File: config.mk
export PLATFORM = sky130hd
export DESIGN_NAME = lock_timeout_alarm
export DESIGN_NICKNAME = d
export VERILOG_FILES = /design/src/rtl/lock_timeout_alarm.sv
export SDC_FILE = /design/constraint.sdc
export NUM_CORES = 1
export LEC_CHECK = 0
export ABC_AREA = 1
export BUFFER_PORTS_ARGS = -buffer_cell sky130_fd_sc_hd__buf_2
export CORE_MARGIN = 5
export CORE_UTILIZATION = 55
export CTS_BUF_LIST = sky130_fd_sc_hd__clkbuf_8
export DETAILED_ROUTE_END_ITERATION = 10
export GPL_TIMING_DRIVEN = 1
export MAX_ROUTING_LAYER = met4
export PLACE_DENSITY_LB_ADDON = 0.3
export REMOVE_ABC_BUFFERS = 1
export SYNTH_ARGS = -nofsm -noshare
export SYNTH_HDL_FRONTEND = slang
export SYNTH_SLANG_ARGS = --single-unit
export TNS_END_PERCENT = 1
File: constraint.sdc
create_clock -name clk -period 4.2 [get_ports clk]
set_input_delay 0.84 -clock clk [delete_from_list [all_inputs] [get_ports clk]]
set_output_delay 0.84 -clock clk [all_outputs]
set_load 0.02 [all_outputs]
File: src/rtl/lock_timeout_alarm.sv
module lock_timeout_alarm #(
  parameter int CNT_W = 6,
  parameter int MUL_W = 2,
  parameter logic [CNT_W+MUL_W-1:0] CFG_RESET = 8'h3C
) (
  input  logic       clk,
  input  logic       rst_n,
  input  logic       sec_tick,
  input  logic [2:0] loop_mode,
  input  logic       cfg_we,
  input  logic [7:0] cfg_wdata,
  input  logic       alarm_clr,
  output logic       lock_alarm
);
  localparam int CFG_W = CNT_W + MUL_W;
  localparam int EL_W  = CNT_W + (1 << MUL_W);

  logic [CFG_W-1:0] cfg_r;
  logic [EL_W-1:0]  elapsed, elapsed_nx, limit;
  logic [MUL_W:0]   shamt;
  logic             fired, timed, cnt_zero, hit;

  assign timed      = (loop_mode == 3'd1) || (loop_mode == 3'd2) || (loop_mode == 3'd3);
  assign cnt_zero   = (cfg_r[CNT_W-1:0] == '0);
  assign shamt      = {1'b0, cfg_r[CFG_W-1:CNT_W]} + 1'b1;
  assign limit      = {{(EL_W-CNT_W){1'b0}}, cfg_r[CNT_W-1:0]} << shamt;
  assign elapsed_nx = elapsed + 1'b1;
  assign hit        = timed && sec_tick && !cfg_we && !fired && !cnt_zero &&
                      (elapsed_nx == limit);

  always_ff @(posedge clk) begin
    if (!rst_n) begin
      cfg_r      <= CFG_RESET;
      elapsed    <= '0;
      fired      <= 1'b0;
      lock_alarm <= 1'b0;
    end else begin
      if (cfg_we) cfg_r <= cfg_wdata[CFG_W-1:0];

      if (cfg_we || !timed) begin
        elapsed <= '0;
        fired   <= 1'b0;
      end else begin
        if (sec_tick && !fired && !cnt_zero) elapsed <= elapsed_nx;
        if (hit) fired <= 1'b1;
      end

      if (hit)            lock_alarm <= 1'b1;
      else if (alarm_clr) lock_alarm <= 1'b0;
    end
  end
endmodule


# After elaboration in Yosys (flattened, before gate mapping)
# Index checks and enable logic that the tools add are counted.
# totals
memories	0
ram_bits	0
reg_bits	20
in_bits	16
out_inout_bits	1
rom_bits	0
latchBits	0
elab_cells	31
# classes
magnitude_cmp	0
add_sub_neg	2
n_reduce_logical	17
n_shift	1
muxes	2
div	0
n_mul	0
eq_ne	4
bitwise_logic	1
# ops
operator	n
10-bit by 1-bit adder with 10-bit output (second input constant)	1
10-bit equality test	1
6-bit by 3-bit left shift with 10-bit output	1
1-bit logical AND	7
3-bit by 2-bit equality test with 1-bit output (second input constant)	2
6-bit logical NOT	1
1-bit logical NOT	4
2-bit by 1-bit adder with 3-bit output (second input constant)	1
3-bit by 1-bit equality test with 1-bit output (second input constant)	1
1-bit logical OR	3
1-bit two-way mux	2
2-bit nonzero test	1
2-bit OR reduction	1
1-bit NOT	1

# Logic depth before layout (Yosys ltp)
# logic_depth
ltp_word	9
mapped_depth	13
depth_no_buf	13

# Least setup slack after synthesis
# No wires, ideal clock.
# synth_timing
kind	input -> register
start	in sec_tick
end	reg fired
required_ns	4.130
n_path_buf	0
arrival_ns	1.585
path_stages	10
setup_time_ns	0.070
path_slack_ns	2.545
path_cell_list	inv_1 -> nor2_1 -> nand2_1 -> nor2_1 -> nand2_1 -> nor2_1 -> nand3_1 -> nor2_1 -> nand2_1 -> a21oi_1
# synth_via
elab_chain_cells	5
# synth_lines
element	line_no	text
from (decl)	8	input logic sec_tick,
1-bit logical AND (5 in a row)	28	assign hit = timed && sec_tick && !cfg_we && !fired && !cnt_zero &&
to (signal assigned)	35	fired <= 1'b0;
to (signal assigned)	42	fired <= 1'b0;
to (signal assigned)	45	if (hit) fired <= 1'b1;
to (decl)	21	logic fired, timed, cnt_zero, hit;
# No other way between the ends.
# A chain may end at the register's enable or synchronous reset.

# Worst setup path after layout
# layout_timing
start	reg cfg_r[6]
end	reg fired
# layout_via
elab_chain_cells	4
# layout_lines
element	line_no	text
from (decl)	18	logic [CFG_W-1:0] cfg_r;
from (signal assigned)	38	if (cfg_we) cfg_r <= cfg_wdata[CFG_W-1:0];
2-bit by 1-bit adder with 3-bit output	25	assign shamt = {1'b0, cfg_r[CFG_W-1:CNT_W]} + 1'b1;
6-bit by 3-bit left shift with 10-bit output	26	assign limit = {{(EL_W-CNT_W){1'b0}}, cfg_r[CNT_W-1:0]} << shamt;
10-bit equality test	29	(elapsed_nx == limit);
1-bit logical AND	28	
# No other way between the ends.

==> impl_results.md <==
- Synth Instances: 249
- Final Cell Area: 0.001554 mm²
- Chip Height: 60.93 µm
- Die Wd: 60.93 µm
- Syn Area/Cell: about 5.7 µm²
- Fin Setup TNS: 0 ps
- Initial DRC Count: 57
- Overflow after GRT: 0
- Peak VDD IR: ~0.24 mV
- Routability cong.: slightly below 0.9
- Final count of negative-setup-slack endpoints: 0
- Synth Register Bits: 20
- Root buffer cell: clkbuf_8
- Multi-input gate area: ~860 µm²
- Final core utilization: 62.73%
- Metal3 WL: about 160 µm
- ANT cells: 0
- YS warnings: 0
- Clk pin slew, worst setup/hold paths: 80 ps
- Filler cells: 274
- H-tree depth: 1
- Status: finished, final reports clean
- Largest net degree at the start of global routing: 16
- CP Class: flop to flop
- Crit-path max FO: 10
- CTS resizes: 0
- Initial DRT Pass Iterations: 4
- Routed length on met2: approximately 1400 µm
- Max_cap viols: 0
- Post-route clock period utilization: a little under 50%
- Residual DRC: 0
- Leak: 0.0007689 µW
- Post-layout min period: 2029 ps
- Slew headroom: around three fifths
- Synth area leaders: dfxtp_1 (28%), nand2_1 (22%), nand3_1 (13%), inv_1 (7.6%), o21ai_0 (6.0%)
- Worst hold slack: 459.0 ps
- Ratio of cells with drive above 1 in the final layout: 11.07%
- Crit path DAT: 2220 ps
- Initial antenna violation count: 0
- Worst-Margin Slew: between 500 and 600 ps
- Top-area cell type share of the netlist area: 28.07%
- Dpl hpwl: 2580 µm
- Via count of the first global-routing pass: 1344
- Area growth syn-to-layout: 8.947%
- Full die area: ~0.0037 mm²
- Final hold violation count: 0
- Total CTS buffers: 3
- # port buffers: 16
- Via count: 1520
- Yosys cell types: 20
- Synthesized cell area: 0.001426 mm²
- # rows: 18
- Type of origin of the critical path: flop
- Seq/Total Area, Yosys: between 20% and 30%
- Min-delay worst type: flop to flop
- Yosys top cell by area: dfxtp_1
- Drt wl/cell: 11.24 µm
- Crit path capture type: flop
- Antenna Nets Post-Route: 0
- Worst Clk Skew: 1.691 ps
- Register area: 400.4 µm²
- Max layer used: met4
- RSZ-0062 raised after global routing: no
- Starting Density: 57.58%
- Max Slew Vio Count: 0
- Fmax: 492.9 MHz
- Pwr/cell area: 285.6 mW/mm²
- CTS tree: built
- First-pass GRT wire length: 5706 µm
- Post-CTS Setup Bufs: 0
- DP Area: about 0.0015 mm²
- CTS Hold Bufs: 0
- # nets final: between 200 and 300
- Total Wirelength: ~3300 µm
- Total GRT Usage: about a fifth
- Critical path required time: 4390 ps
- Via/cell ratio: 5.205
- Buffer depth of the longest clock path: 2
- Clk_lat worst skew: 250 ps
- Io pins: 17
- Core Region: 0.002477 mm²
- CTS Sinks: 20
- M1 WL: 1652 µm
## cell usage after synthesis
cell type and n:
nor2_1 21, o211ai_1 1, o21bai_1 2, o21ai_0 17, nor3_1 1, a21oi_1 15
dfxtp_1 20, xnor2_1 1, ha_1 2, clkbuf_1 1, buf_6 1, nand2_2 3
buf_2 3, inv_1 29, nor2_2 3, nand2_1 82, inv_2 3, buf_4 2
nand4_1 4, nand3_1 38
## through the flow
step / worst slack (ps) / total power [µW] / instances
2_1_floorplan: 2480 / 275.4 / 242
3_3_place_gp: 2172 / 297.8 / 288
3_5_place_dp: 2108 / 299.5 / 288
4_1_cts: 2176 / 445.3 / 292
5_1_grt: 1896 / 470.9 / 292
6_report: 2171 / 443.9 / 292
## flip-flops by register name, summed over array words and instances (netlist names)
name	flops
lock_alarm	1
elapsed	10
cfg_r	8
fired	1
## where the power goes
part / switching [µW] / internal (µW) / leakage, µW
Sequential: 8.58 / 196 / 0.000164
Clock: 63.8 / 83.4 / 0.0000288
Combinational: 57.9 / 33.8 / 0.000576
Total: 130 / 314 / 0.000769
## cell families after synthesis
logic type	share of synthesized area, %
flip-flops	28.07
buffers and inverters	11.58
adder cells (fa/ha/maj)	1.754
AO/OA/AOI/OAI	12.81
AND/OR/NAND/NOR	45.18
XOR/XNOR	0.6141
## worst max-delay path: stages (launching register included)
cell	delay, ps
dfxtp_1	510
ha_1	400
inv_2	190
nand3_1	150
nand3_1	130
nand2_1	60
nand2_1	60
nand2_1	50
nor3_1	180
nand2_1	110
a21oi_1	130
## cell type report
cell class | instances | share of cell area, %
tap | 30 | 2.415
multi-input combinational | 190 | 55.39
sequential | 20 | 25.76
inverter | 32 | 7.729
timing repair buffer | 16 | 5.153
clock buffer | 4 | 3.543
## cell usage in the layout (no fill, tap or decap)
cell type,count
ha_1,2
o211ai_1,1
inv_1,29
clkbuf_8,4
nand2_1,82
nand4_1,4
nor2_2,3
buf_2,16
nand2_2,3
o21ai_0,17
nand3_1,38
nor3_1,1
xnor2_1,1
a21oi_1,15
nor2_1,21
dfxtp_1,20
o21bai_1,2
inv_2,3
## per-layer routing
layer / vias to the layer above / GRT usage, %
met2: 34 / 30.23
met3: 8 / 2.128
met5: - / -
met1: 653 / 28.96
li1: 825 / -
met4: 0 / 8.359
## path summary, 6_finish.rpt
check	slack, ps	from	endpoint	cells after the start
hold / removal	460	fired	fired	2
setup / recovery	2170	cfg_r[6]	fired	10
hold reg to reg	460	fired	fired	2
setup reg to reg	2170	cfg_r[6]	fired	10
Note: power is estimated with default switching activity, not from simulation.
